### src/rtl/qcc_pkg.sv
package qcc_pkg;
  typedef enum logic [1:0] {
    RES_X1 = 2'd0,
    RES_X2 = 2'd1,
    RES_X4 = 2'd2
  } qcc_res_e;

  function automatic qcc_res_e pick_res(input logic x2_n, input logic x4);
    if (!x2_n)   return RES_X2;
    else if (x4) return RES_X4;
    else         return RES_X1;
  endfunction
endpackage

### src/rtl/qcc_filter.sv
module qcc_filter #(
  parameter int STABLE = 4
) (
  input  logic clk,
  input  logic rst,
  input  logic raw,
  output logic filt
);
  localparam int CW = $clog2(STABLE + 1);

  logic          s1, s2;
  logic [CW-1:0] cnt;

  always_ff @(posedge clk) begin
    if (rst) begin
      s1   <= 1'b0;
      s2   <= 1'b0;
      filt <= 1'b0;
      cnt  <= '0;
    end else begin
      s1 <= raw;
      s2 <= s1;
      if (s2 == filt) begin
        cnt <= '0;
      end else if (cnt == CW'(STABLE - 1)) begin
        filt <= s2;
        cnt  <= '0;
      end else begin
        cnt <= cnt + 1'b1;
      end
    end
  end

  // the filtered level only ever moves to the synchronized level
  a_r2_follow: assert property (@(posedge clk) disable iff (rst)
    (filt != $past(filt)) |-> ($past(s2) == filt));
  // no change while synchronized input agrees with filtered level
  a_r2_hold: assert property (@(posedge clk) disable iff (rst)
    (s2 == filt) |=> (filt == $past(filt)));
endmodule

### src/rtl/qcc_decode.sv
module qcc_decode
  import qcc_pkg::*;
(
  input  logic     clk,
  input  logic     rst,
  input  logic     fa,
  input  logic     fb,
  input  logic     fi,
  input  qcc_res_e res,
  output logic     dir,
  output logic     fire_up,
  output logic     fire_dn,
  output logic     fire_idx
);
  logic pa, pb;
  logic ach, bch, legal, fwd, qual, idx_hit;

  always_comb begin
    ach   = fa ^ pa;
    bch   = fb ^ pb;
    legal = ach ^ bch;
    fwd   = ach ? (fa ^ fb) : ~(fa ^ fb);
    unique case (res)
      RES_X4:  qual = 1'b1;
      RES_X2:  qual = ach;
      default: qual = ach && (fa == fwd);
    endcase
    idx_hit = fi && ((ach && fa && !fb) || (bch && !fb && fa));
  end

  always_ff @(posedge clk) begin
    if (rst) begin
      pa       <= 1'b0;
      pb       <= 1'b0;
      dir      <= 1'b1;
      fire_up  <= 1'b0;
      fire_dn  <= 1'b0;
      fire_idx <= 1'b0;
    end else begin
      pa       <= fa;
      pb       <= fb;
      if (legal) dir <= fwd;
      fire_up  <= legal && qual && fwd;
      fire_dn  <= legal && qual && !fwd;
      fire_idx <= legal && idx_hit;
    end
  end

  // a double change fires nothing
  a_r8_no_fire: assert property (@(posedge clk) disable iff (rst)
    (ach && bch) |=> (!fire_up && !fire_dn && !fire_idx));
  // a double change leaves direction alone
  a_r8_dir_hold: assert property (@(posedge clk) disable iff (rst)
    (ach && bch) |=> (dir == $past(dir)));
  // two-edge mode ignores B transitions
  a_r5_x2_no_b: assert property (@(posedge clk) disable iff (rst)
    (res == RES_X2 && bch && !ach) |=> (!fire_up && !fire_dn));
endmodule

### src/rtl/qcc_pulse.sv
module qcc_pulse #(
  parameter int PW_W = 8
) (
  input  logic            clk,
  input  logic            rst,
  input  logic            fire,
  input  logic [PW_W-1:0] len,
  output logic            out_n
);
  logic [PW_W-1:0] rem, nxt, len_eff;

  always_comb begin
    len_eff = (len == '0) ? PW_W'(1) : len;
    if (fire)            nxt = len_eff;
    else if (rem != '0)  nxt = rem - 1'b1;
    else                 nxt = '0;
  end

  always_ff @(posedge clk) begin
    if (rst) begin
      rem   <= '0;
      out_n <= 1'b1;
    end else begin
      rem   <= nxt;
      out_n <= (nxt == '0);
    end
  end

  // a qualifying edge drives the output low on the next clock
  a_r6_start_low: assert property (@(posedge clk) disable iff (rst)
    fire |=> !out_n);
  // reset releases the output high
  a_r9_rst_high: assert property (@(posedge clk)
    rst |=> out_n);
endmodule

### src/rtl/quad_clk_conv.sv
module quad_clk_conv
  import qcc_pkg::*;
#(
  parameter int STABLE = 4,
  parameter int PW_W   = 8
) (
  input  logic            clk,
  input  logic            rst,
  input  logic            enc_a,
  input  logic            enc_b,
  input  logic            enc_idx,
  input  logic            sel_x2_n,
  input  logic            sel_x4,
  input  logic [PW_W-1:0] pulse_len,
  output logic            up_n,
  output logic            dn_n,
  output logic            dir,
  output logic            idx_n
);
  localparam int NCH = 3;

  logic [NCH-1:0] raw_v, filt_v, fire_v, out_v;
  qcc_res_e       res;

  assign raw_v = {enc_idx, enc_b, enc_a};
  assign res   = pick_res(sel_x2_n, sel_x4);

  for (genvar i = 0; i < NCH; i++) begin : g_filt
    qcc_filter #(.STABLE(STABLE)) u_filt (
      .clk (clk),
      .rst (rst),
      .raw (raw_v[i]),
      .filt(filt_v[i])
    );
  end

  qcc_decode u_dec (
    .clk     (clk),
    .rst     (rst),
    .fa      (filt_v[0]),
    .fb      (filt_v[1]),
    .fi      (filt_v[2]),
    .res     (res),
    .dir     (dir),
    .fire_up (fire_v[0]),
    .fire_dn (fire_v[1]),
    .fire_idx(fire_v[2])
  );

  for (genvar i = 0; i < NCH; i++) begin : g_pulse
    qcc_pulse #(.PW_W(PW_W)) u_pulse (
      .clk  (clk),
      .rst  (rst),
      .fire (fire_v[i]),
      .len  (pulse_len),
      .out_n(out_v[i])
    );
  end

  assign up_n  = out_v[0];
  assign dn_n  = out_v[1];
  assign idx_n = out_v[2];

  // a forward pulse only starts while dir reports forward
  a_r3_up_dir: assert property (@(posedge clk) disable iff (rst)
    $fell(up_n) |-> dir);
  // a reverse pulse only starts while dir reports reverse
  a_r3_dn_dir: assert property (@(posedge clk) disable iff (rst)
    $fell(dn_n) |-> !dir);
endmodule

### config.mk
export PLATFORM = sky130hd
export DESIGN_NAME = quad_clk_conv
export DESIGN_NICKNAME = d
export VERILOG_FILES = /design/src/rtl/qcc_pkg.sv /design/src/rtl/qcc_filter.sv /design/src/rtl/qcc_decode.sv /design/src/rtl/qcc_pulse.sv /design/src/rtl/quad_clk_conv.sv
export SDC_FILE = /design/constraint.sdc
export NUM_CORES = 1
export LEC_CHECK = 0
export BUFFER_PORTS_ARGS = -buffer_cell sky130_fd_sc_hd__buf_2
export CAP_MARGIN = 20
export CORE_MARGIN = 5
export CORE_UTILIZATION = 45
export CTS_BUF_LIST = sky130_fd_sc_hd__clkbuf_4 sky130_fd_sc_hd__clkbuf_8
export CTS_CLUSTER_DIAMETER = 100
export DETAILED_ROUTE_END_ITERATION = 8
export PLACE_DENSITY = 0.74
export SYNTH_ARGS = -nofsm -noshare
export SYNTH_HDL_FRONTEND = slang
export SYNTH_SLANG_ARGS = --single-unit
### constraint.sdc
create_clock -name clk -period 2.2 [get_ports clk]
set_input_delay 0.44 -clock clk [delete_from_list [all_inputs] [get_ports clk]]
set_output_delay 0.44 -clock clk [all_outputs]
set_load 0.03 [all_outputs]
After elaboration in Yosys (flattened, before gate mapping):

Cells that the tools add are included.

* add/sub/neg operators: 6
* eq/ne operators: 9
* multiplexer cells: 11
* bitwise logic cells: 8
* reductions and logical operators: 26

Operators by type and width (number)
* $mux 8: 7
* $logic_not 8->1: 4
* $reduce_bool 8->1: 3
* $sub 8x1->8 const B: 3
* $logic_and 1x1->1: 10
* $add 3x1->3 const B: 3
* $eq 3x2->1 const B: 3
* $reduce_or 3->1: 3
* $reduce_and 2->1: 3
* $eq 1x1->1: 4
* $mux 2: 2
* $not 1->1: 4
* $xor 1x1->1: 4
* $eq 2x1->1 const B: 1
* $eq 2x2->1 const B: 1
* $logic_not 1->1: 2
* $pmux 1 s2: 1
* $logic_or 1x1->1: 1
* $mux 1: 1

* bits in registers: 51
* input port bits: 15
* output and inout port bits: 4
* logic and storage cells: 84

Logic depth before layout (Yosys ltp):

Gate-level depths: netlist (run 1).

* depth in word-level cells: 8
* mapped depth: 7
* mapped depth without buffers: 7

By module:

A second synthesis (run 1) with hierarchy kept.

* cells, all modules: 286
* area, all modules: 2626.3 µm²

Modules (own cells, without submodules)
* qcc_pulse: times used 3, cells an instance 67, area each 554.3 µm², seq. area each 180.2 µm²
* qcc_filter: times used 3, cells an instance 17, area each 211.5 µm², seq. area each 120.1 µm²
* qcc_decode: times used 1, cells an instance 32, area each 319.1 µm², seq. area each 120.1 µm²
* quad_clk_conv: times used 1, cells an instance 2, area each 10.0 µm², seq. area each 0.0 µm²

Least setup slack after synthesis (run 1):

Ideal clock, no wire load.

* path type: register to register
* from: register g_pulse[2].u_pulse.rem[3]
* to: register g_pulse[2].u_pulse.out_n
* setup time: 0.060 ns
* data arrival time: 1.686 ns
* required time: 2.140 ns
* slack: 0.454 ns
* cell stages (with the launch flop): 6
* path buffers: 0
* period minus slack after synthesis: 1.746 ns
* cells stage by stage: dfxtp_1 or4_4 nor4_2 mux2_1 mux2i_1 a41o_1

* word-level cells in the longest chain between the ends: 4

RTL lines
* start: declaration: RTL line qcc_pulse.sv:10 `logic [PW_W-1:0] rem, nxt, len_eff;`
* start signal: assignment: RTL line qcc_pulse.sv:24 `rem <= nxt;`
* $sub 8x1->8 / $reduce_bool 8->1 (equally long branches): RTL line qcc_pulse.sv:15 `else if (rem != '0) nxt = rem - 1'b1;`
* $mux 8 (*): RTL line qcc_pulse.sv:15
* $mux 8 (*): RTL line qcc_pulse.sv:14 `if (fire) nxt = len_eff;`
* $logic_not 8->1 (*): RTL line qcc_pulse.sv:25 `out_n <= (nxt == '0);`
* end signal: assignment: RTL line qcc_pulse.sv:25
* end: declaration: RTL line qcc_pulse.sv:8 `output logic out_n`

Mark *: on every way between the ends. The rest lies on a longest branch, timed or not.
A chain may end at the register's enable or synchronous reset.

Final worst setup path (run 1):

* from: register g_pulse[2].u_pulse.rem[0]
* to: register g_pulse[2].u_pulse.out_n

The elaborated chain is that of the path after synthesis.

==> flow_results.xml, run 1 <==
<?xml version="1.0" encoding="UTF-8"?>
<metrics>
  <group name="synthesis">
    <metric name="yosysTopAreaCell" unit="">sky130_fd_sc_hd__dfxtp_1</metric>
    <metric name="number_of_enable_flip_flop_cells_after_synthesis" unit="">0</metric>
    <metric name="postSynthCellCount" unit="">269</metric>
    <metric name="synthesis.area" unit="um^2">2430</metric>
    <metric name="netlist-cell-type-count" unit="">40</metric>
    <metric name="synth.top_cells.by_area" unit="">sky130_fd_sc_hd__dfxtp_1 42%, sky130_fd_sc_hd__nor2_1 7.4%, sky130_fd_sc_hd__ha_1 7.2%, sky130_fd_sc_hd__a22oi_1 4.6%, sky130_fd_sc_hd__xnor2_1 4.0%</metric>
    <metric name="yosys_register_bits" unit="">51</metric>
    <metric name="ys_warnings" unit="">0</metric>
    <metric name="synth-async-reset-ratio" unit="%">0</metric>
    <metric name="syn_area_per_cell" unit="um^2">9.03</metric>
    <metric name="ys_dominant_reg_cell" unit="">sky130_fd_sc_hd__dfxtp_1</metric>
    <metric name="net_count_of_the_mapped_netlist" unit="">298</metric>
    <metric name="synth.yosys.seq_area_share" unit="%">42.0</metric>
    <metric name="synth_top_area_share" unit="%">42.0</metric>
  </group>
  <group name="clock_tree">
    <metric name="cts-root-buf" unit="">sky130_fd_sc_hd__clkbuf_8</metric>
    <metric name="post_cts_resize_count" unit="">0</metric>
    <metric name="worst_skew_pair.late_latency" unit="ns">0.31</metric>
    <metric name="number_of_buffers_inserted_by_post_cts_setup_repair" unit="">0</metric>
    <metric name="clk_pin_slew_worst_paths" unit="ns">0.09</metric>
    <metric name="cts_hold_buf" unit="">0</metric>
    <metric name="cts_inserted_buffers" unit="">5</metric>
    <metric name="cts-htree-levels" unit="">2</metric>
    <metric name="clk_path_buf_depth" unit="">2</metric>
    <metric name="tritoncts" unit="">done</metric>
    <metric name="numClockSinks" unit="">51</metric>
  </group>
  <group name="finish">
    <metric name="design.final.nets" unit="">316</metric>
    <metric name="final_cells" unit="">358</metric>
    <metric name="antenna_cells" unit="">0</metric>
    <metric name="final_cell_mix" unit="">51 x sky130_fd_sc_hd__dfxtp_1, 48 x sky130_fd_sc_hd__nor2_1, 21 x sky130_fd_sc_hd__inv_1, 18 x sky130_fd_sc_hd__buf_2, 15 x sky130_fd_sc_hd__a22oi_1</metric>
    <metric name="leading_cell_type_in_the_layout_fill_and_taps_excluded" unit="">sky130_fd_sc_hd__dfxtp_1</metric>
    <metric name="post-route-cell-area" unit="um^2">2700</metric>
    <metric name="syn_to_final_growth" unit="%">11.0</metric>
    <metric name="fraction_of_final_layout_cells_sized_beyond_drive_strength_1" unit="%">12.8</metric>
  </group>
  <group name="power">
    <metric name="vdd.ir_drop.worst" unit="uV">546</metric>
    <metric name="pwr_density_cell" unit="nW/um^2">1420</metric>
    <metric name="cellLeakagePower" unit="nW">1.12</metric>
    <metric name="report.power.total" unit="mW">3.83</metric>
  </group>
  <group name="run_status">
    <metric name="status" unit="">finished clean</metric>
  </group>
  <group name="global_route">
    <metric name="globalRoute.totalOverflow" unit="">0</metric>
    <metric name="grt_first_pass_wirelength" unit="mm">8.20</metric>
    <metric name="global_route.usage.total" unit="%">14.1</metric>
    <metric name="antenna_found_initial" unit="">0</metric>
    <metric name="first_global_vias" unit="">1827</metric>
    <metric name="maximum_number_of_pins_on_one_net_before_global_route_repair" unit="">32</metric>
  </group>
  <group name="setup_path">
    <metric name="reg2reg_to" unit="">g_pulse[2].u_pulse.out_n$_SDFF_PP1_</metric>
    <metric name="cp_launch_type" unit="">flip-flop</metric>
    <metric name="worst_ep_required_time" unit="ns">2.45</metric>
    <metric name="cp.arrival" unit="ns">2.19</metric>
    <metric name="timing.setup.critical_path_class" unit="">flip-flop to flip-flop</metric>
    <metric name="timing.reg2reg.setup_slack" unit="ns">0.26</metric>
    <metric name="crit_path_end_kind" unit="">flip-flop</metric>
    <metric name="worst_r2r_startpoint" unit="">g_pulse[2].u_pulse.rem[0]$_SDFF_PP0_</metric>
    <metric name="path_max_fanout" unit="">4</metric>
    <metric name="worst-r2r-cell-count" unit="">7</metric>
  </group>
  <group name="job">
    <metric name="timing.max_cap.violations" unit="">0</metric>
  </group>
  <group name="worst_hold_path">
    <metric name="worst_hold_path.endpoint" unit="">g_filt[0].u_filt.s1$_SDFF_PP0_</metric>
    <metric name="hold_path_class" unit="">primary input to flip-flop</metric>
    <metric name="hold-path-cell-count" unit="">2</metric>
    <metric name="hold_path_startpoint" unit="">enc_a</metric>
  </group>
  <group name="die">
    <metric name="effective_utilization_at_floorplan" unit="%">47.0</metric>
    <metric name="io_pins" unit="">19</metric>
    <metric name="die_h" unit="um">83.5</metric>
    <metric name="die_area" unit="um^2">6970</metric>
    <metric name="num_rows" unit="">26</metric>
    <metric name="die_width" unit="um">83.5</metric>
    <metric name="placeableCoreArea" unit="um^2">5170</metric>
  </group>
  <group name="sta">
    <metric name="min_period" unit="ns">1.94</metric>
    <metric name="finalSetupViolCount" unit="">0</metric>
    <metric name="fin_setup_tns" unit="ns">0</metric>
    <metric name="drv_slew" unit="">0</metric>
    <metric name="fin_crit_sh" unit="%">88.1</metric>
    <metric name="transition_time_of_the_tightest_slew_check_pin" unit="ns">0.506</metric>
    <metric name="slew-limit-headroom" unit="%">66.2</metric>
    <metric name="max_freq" unit="MHz">516</metric>
    <metric name="report.final.hold_viol_count" unit="">0</metric>
    <metric name="grt_setup_unrepaired" unit="">no</metric>
    <metric name="post-route-worst-setup-slack" unit="ns">0.261</metric>
    <metric name="clock-skew-final" unit="ns">0.0137</metric>
  </group>
  <group name="detailed_routing">
    <metric name="drtPass1Iterations" unit="">4</metric>
    <metric name="detail_routed_via_count_per_cell" unit="">5.16</metric>
    <metric name="detail-route-antenna-nets" unit="">0</metric>
    <metric name="num_vias" unit="">1849</metric>
    <metric name="detail_route.iter0.violations" unit="">89</metric>
    <metric name="drc" unit="">0</metric>
    <metric name="routed_wirelength" unit="mm">4.66</metric>
    <metric name="detail_route.wl_per_cell" unit="um">13.0</metric>
  </group>
  <group name="placed_design">
    <metric name="placedCellCount" unit="">350</metric>
    <metric name="place.gp.congestion" unit="">0.903</metric>
    <metric name="placement.setup.worst_slack" unit="ns">0.273</metric>
    <metric name="hpwl" unit="mm">3.49</metric>
    <metric name="buffer_ports.inserted" unit="">18</metric>
    <metric name="total_placed_instance_area" unit="um^2">2580</metric>
  </group>
</metrics>
## metrics by stage
step           hold WS, ns  util, %
4_1_cts              0.337     52.2
3_3_place_gp         0.407     50.0
2_1_floorplan        0.399        -
3_5_place_dp         0.413     50.0
6_report             0.338     52.2
5_1_grt              0.343     52.2
## cell usage after synthesis (all sizes together) (4+ instances only)
cell / instances
clkbuf: 7
nor2b: 13
a21oi: 6
ha: 14
dfxtp: 51
xor2: 7
xnor2: 11
nor2: 48
nor3: 13
nor3b: 4
or4: 4
mux2i: 9
a22oi: 15
or3: 6
inv: 21
o21ai: 4
nand2: 8
## per-layer routing
| metal | vias to the layer above | global-route usage (%) | wire [um] |
|---|---|---|---|
| met5 | - | 0 | 0 |
| li1 | 955 | - | - |
| met4 | 0 | 6.43 | 97 |
| met1 | 853 | 18.4 | 2220 |
| met2 | 33 | 22.7 | 2210 |
| met3 | 8 | 2.67 | 129 |
## state kept, by name (all words and copies together) (netlist names)
| signal | cells |
|---|---|
| u_dec.dir | 1 |
| g_filt.u_filt.s2 | 3 |
| u_dec.fire_idx | 1 |
| u_dec.fire_dn | 1 |
| g_pulse.u_pulse.out_n | 3 |
| g_filt.u_filt.cnt | 9 |
| g_filt.u_filt.s1 | 3 |
| g_filt.u_filt.filt | 3 |
| u_dec.pa | 1 |
| u_dec.fire_up | 1 |
| g_pulse.u_pulse.rem | 24 |
| u_dec.pb | 1 |
## worst max-delay path: stages (launching register included)
cell,delay (ns)
sky130_fd_sc_hd__dfxtp_1,0.36
sky130_fd_sc_hd__inv_1,0.09
sky130_fd_sc_hd__ha_1,0.19
sky130_fd_sc_hd__or3b_2,0.49
sky130_fd_sc_hd__o21ai_2,0.19
sky130_fd_sc_hd__a2bb2oi_1,0.22
sky130_fd_sc_hd__a21boi_2,0.18
sky130_fd_sc_hd__a41o_1,0.17
## layout make-up
cell class,instances,area (um^2)
inverter,21,78.8
timing repair buffer,19,97.6
sequential,51,1020
clock buffer,5,68.8
clock inverter,3,43.8
fill,481,2470
tap,70,87.6
multi-input combinational,189,1300
## worst max-delay path by stage
stage | startpoint | end | slack (ns)
finish | g_pulse[2].u_pulse.rem[0]$_SDFF_PP0_ | g_pulse[2].u_pulse.out_n$_SDFF_PP1_ | 0.26
floorplan | g_pulse[2].u_pulse.rem[3]$_SDFF_PP0_ | g_pulse[2].u_pulse.out_n$_SDFF_PP1_ | 0.45
global route | g_pulse[2].u_pulse.rem[0]$_SDFF_PP0_ | g_pulse[2].u_pulse.out_n$_SDFF_PP1_ | 0.14
CTS | g_pulse[2].u_pulse.rem[0]$_SDFF_PP0_ | g_pulse[2].u_pulse.out_n$_SDFF_PP1_ | 0.25
detailed placement | g_pulse[2].u_pulse.rem[0]$_SDFF_PP0_ | g_pulse[2].u_pulse.out_n$_SDFF_PP1_ | 0.27
global placement | g_pulse[2].u_pulse.rem[0]$_SDFF_PP0_ | g_pulse[2].u_pulse.out_n$_SDFF_PP1_ | 0.39
## logic make-up (layout without fill, tap and decap cells)
family | count (synthesis) | in the layout | share of synthesized area, %
DFF | 51 | 51 | 42.0
and+or+nand+nor | 104 | 104 | 22.6
adders and majority gates | 14 | 14 | 7.21
buffers and inverters | 29 | 48 | 4.48
xor gates and xnor gates | 18 | 18 | 6.49
muxes | 11 | 11 | 4.63
AOI/OAI and AO/OA | 42 | 42 | 12.6
## power breakdown
group	internal, mW	switching, mW	leakage [nW]	total (mW)
Clock	0.339	0.324	0.0581	0.664
Combinational	0.875	0.953	0.642	1.83
Sequential	1.14	0.192	0.418	1.34
Power figures use the tool's default switching activity.
==> run 2, diff against run 1 <==
Clock period 2.2 ns to 2.5 ns, I/O delays scaled along.
==> run 2 against run 1 <==
Net effect:
- sequential power is 13% lower
- critical endpoint unchanged
- worst setup slack better by 0.29 ns
- flip-flop and latch count stayed put
- clock skew is 0.0062 ns lower
- count of clock-buffer cells in the layout is 1 higher
- largest cell class unchanged
- utilization is 0.70 points lower
- critical path type unchanged
==> flow_results.xml, run 2 (same netlist as run 1, synthesis figures left out) <==
<?xml version="1.0" encoding="UTF-8"?>
<metrics>
  <group name="detailed_routing">
    <metric name="num_vias" unit="">1829</metric>
    <metric name="detail_routed_via_count_per_cell" unit="">5.14</metric>
    <metric name="detail-route-antenna-nets" unit="">0</metric>
    <metric name="detail_route.wl_per_cell" unit="um">12.5</metric>
    <metric name="drc" unit="">0</metric>
    <metric name="routed_wirelength" unit="mm">4.46</metric>
    <metric name="detail_route.iter0.violations" unit="">122</metric>
    <metric name="drtPass1Iterations" unit="">4</metric>
  </group>
  <group name="clock_tree">
    <metric name="numClockSinks" unit="">51</metric>
    <metric name="post_cts_resize_count" unit="">0</metric>
    <metric name="cts_inserted_buffers" unit="">5</metric>
    <metric name="tritoncts" unit="">done</metric>
    <metric name="cts-root-buf" unit="">sky130_fd_sc_hd__clkbuf_8</metric>
    <metric name="cts_hold_buf" unit="">0</metric>
    <metric name="clk_pin_slew_worst_paths" unit="ns">0.09</metric>
    <metric name="number_of_buffers_inserted_by_post_cts_setup_repair" unit="">0</metric>
    <metric name="clk_path_buf_depth" unit="">2</metric>
    <metric name="worst_skew_pair.late_latency" unit="ns">0.30</metric>
    <metric name="cts-htree-levels" unit="">2</metric>
  </group>
  <group name="power">
    <metric name="cellLeakagePower" unit="nW">1.10</metric>
    <metric name="pwr_density_cell" unit="nW/um^2">1210</metric>
    <metric name="report.power.total" unit="mW">3.21</metric>
    <metric name="vdd.ir_drop.worst" unit="uV">410</metric>
  </group>
  <group name="finish">
    <metric name="filler_cell_count" unit="">490</metric>
    <metric name="reg.largest.list" unit="">g_pulse.u_pulse.rem x24, g_filt.u_filt.cnt x9</metric>
    <metric name="post-route-cell-area" unit="um^2">2660</metric>
    <metric name="design.final.nets" unit="">316</metric>
    <metric name="largest_register_ff_count" unit="">24</metric>
    <metric name="sequential_cell_area" unit="um^2">1020</metric>
    <metric name="top_register" unit="">g_pulse.u_pulse.rem</metric>
    <metric name="multi_input_logic_area" unit="um^2">1300</metric>
    <metric name="antenna_cells" unit="">0</metric>
    <metric name="final_cell_mix" unit="">51 x sky130_fd_sc_hd__dfxtp_1, 48 x sky130_fd_sc_hd__nor2_1, 21 x sky130_fd_sc_hd__inv_1, 18 x sky130_fd_sc_hd__buf_2, 15 x sky130_fd_sc_hd__a22oi_1</metric>
    <metric name="leading_cell_type_in_the_layout_fill_and_taps_excluded" unit="">sky130_fd_sc_hd__dfxtp_1</metric>
    <metric name="final_cells" unit="">356</metric>
    <metric name="syn_to_final_growth" unit="%">9.53</metric>
    <metric name="core_util_final" unit="%">51.5</metric>
    <metric name="fraction_of_final_layout_cells_sized_beyond_drive_strength_1" unit="%">12.2</metric>
  </group>
  <group name="setup_path">
    <metric name="critPathSlowestCell" unit="">sky130_fd_sc_hd__or3b_2</metric>
    <metric name="worstPathBufferInverterCount" unit="">1</metric>
    <metric name="cp.arrival" unit="ns">2.20</metric>
    <metric name="worst_r2r_startpoint" unit="">g_pulse[2].u_pulse.rem[0]$_SDFF_PP0_</metric>
    <metric name="worst_ep_required_time" unit="ns">2.74</metric>
    <metric name="crit_path_end_kind" unit="">flip-flop</metric>
    <metric name="critPathCapture" unit="">g_pulse[2].u_pulse.out_n$_SDFF_PP1_</metric>
    <metric name="path_max_fanout" unit="">4</metric>
    <metric name="reg2reg_to" unit="">g_pulse[2].u_pulse.out_n$_SDFF_PP1_</metric>
    <metric name="worst-r2r-cell-count" unit="">7</metric>
    <metric name="cp_launch_type" unit="">flip-flop</metric>
    <metric name="slowest_delay" unit="ns">0.49</metric>
    <metric name="timing.reg2reg.setup_slack" unit="ns">0.55</metric>
    <metric name="start_point_of_the_critical_path" unit="">g_pulse[2].u_pulse.rem[0]$_SDFF_PP0_</metric>
    <metric name="cp_num_cells" unit="">7</metric>
    <metric name="worstPathCellList" unit="">inv_1 -&gt; ha_1 -&gt; or3b_2 -&gt; o21ai_2 -&gt; a2bb2oi_1 -&gt; a21boi_2 -&gt; a41o_1</metric>
    <metric name="crit_family" unit="">compound AO/OA/AOI/OAI gates</metric>
    <metric name="timing.setup.critical_path_class" unit="">flip-flop to flip-flop</metric>
  </group>
  <group name="job">
    <metric name="timing.max_cap.violations" unit="">0</metric>
  </group>
  <group name="global_route">
    <metric name="first_global_vias" unit="">1758</metric>
    <metric name="global_route.usage.total" unit="%">13.4</metric>
    <metric name="antenna_found_initial" unit="">0</metric>
    <metric name="grt_first_pass_wirelength" unit="mm">7.78</metric>
    <metric name="maximum_number_of_pins_on_one_net_before_global_route_repair" unit="">39</metric>
    <metric name="globalRoute.totalOverflow" unit="">0</metric>
  </group>
  <group name="sta">
    <metric name="transition_time_of_the_tightest_slew_check_pin" unit="ns">0.669</metric>
    <metric name="drv_slew" unit="">0</metric>
    <metric name="fin_crit_sh" unit="%">78.1</metric>
    <metric name="report.final.hold_viol_count" unit="">0</metric>
    <metric name="fin_setup_tns" unit="ns">0</metric>
    <metric name="grt_setup_unrepaired" unit="">no</metric>
    <metric name="fin_hold_ws" unit="ns">0.408</metric>
    <metric name="finalSetupViolCount" unit="">0</metric>
    <metric name="slew-limit-headroom" unit="%">55.4</metric>
    <metric name="clock-skew-final" unit="ns">0.00741</metric>
    <metric name="min_period" unit="ns">1.95</metric>
    <metric name="max_freq" unit="MHz">512</metric>
    <metric name="post-route-worst-setup-slack" unit="ns">0.548</metric>
  </group>
  <group name="placed_design">
    <metric name="hpwl" unit="mm">3.28</metric>
    <metric name="buffer_ports.inserted" unit="">18</metric>
    <metric name="placement.setup.worst_slack" unit="ns">0.609</metric>
    <metric name="place.gp.congestion" unit="">0.889</metric>
    <metric name="placedCellCount" unit="">350</metric>
    <metric name="total_placed_instance_area" unit="um^2">2580</metric>
  </group>
  <group name="die">
    <metric name="num_rows" unit="">26</metric>
    <metric name="die_area" unit="um^2">6970</metric>
    <metric name="die_width" unit="um">83.5</metric>
    <metric name="placeableCoreArea" unit="um^2">5170</metric>
    <metric name="die_h" unit="um">83.5</metric>
    <metric name="io_pins" unit="">19</metric>
    <metric name="effective_utilization_at_floorplan" unit="%">47.0</metric>
  </group>
  <group name="worst_hold_path">
    <metric name="hold_path_class" unit="">primary input to flip-flop</metric>
  </group>
  <group name="run_status">
    <metric name="status" unit="">finished clean</metric>
  </group>
</metrics>
## run 2: cell types whose count changed in the layout (fill, tap and decap cells not counted), sizes merged
cell and change:
bufinv -1, clkinv -2, clkbuf +1
## run 2: metal layers
| metal | share of wire [%] | GRT usage, % | vias to the layer above | routed length [um] |
|---|---|---|---|---|
| met5 | 0 | 0 | - | 0 |
| met4 | 2.4 | 5.85 | 0 | 107 |
| met3 | 3.0 | 3.46 | 10 | 135 |
| met2 | 46 | 20.8 | 32 | 2060 |
| met1 | 48 | 17.4 | 828 | 2150 |
| li1 | - | - | 959 | - |
## run 2: area by class of cell
| type | instances | area share (%) |
|---|---|---|
| well taps | 70 | 3.29 |
| flip-flops and latches | 51 | 38.4 |
| repair buffers | 19 | 3.67 |
| inverters | 21 | 2.96 |
| clock buffers | 6 | 2.87 |
| multi-input cells | 189 | 48.8 |
## run 2: worst min-delay path by stage
stage / from / to / slack (ns) / cells past startpoint
2_1_floorplan: g_filt[0].u_filt.cnt[0]$_SDFF_PP0_ / g_filt[0].u_filt.cnt[0]$_SDFF_PP0_ / 0.40 / 1
3_3_place_gp: g_filt[2].u_filt.cnt[0]$_SDFF_PP0_ / g_filt[2].u_filt.cnt[0]$_SDFF_PP0_ / 0.41 / 1
5_1_grt: enc_idx / g_filt[2].u_filt.s1$_SDFF_PP0_ / 0.42 / 2
6_report: enc_a / g_filt[0].u_filt.s1$_SDFF_PP0_ / 0.41 / 2
3_5_place_dp: g_filt[1].u_filt.cnt[0]$_SDFF_PP0_ / g_filt[1].u_filt.cnt[0]$_SDFF_PP0_ / 0.41 / 1
4_1_cts: enc_a / g_filt[0].u_filt.s1$_SDFF_PP0_ / 0.40 / 2
## run 2: power breakdown
group | internal [mW] | switching (mW) | leakage (nW)
logic | 0.769 | 0.826 | 0.642
registers | 1.01 | 0.167 | 0.418
clock network | 0.198 | 0.244 | 0.0406
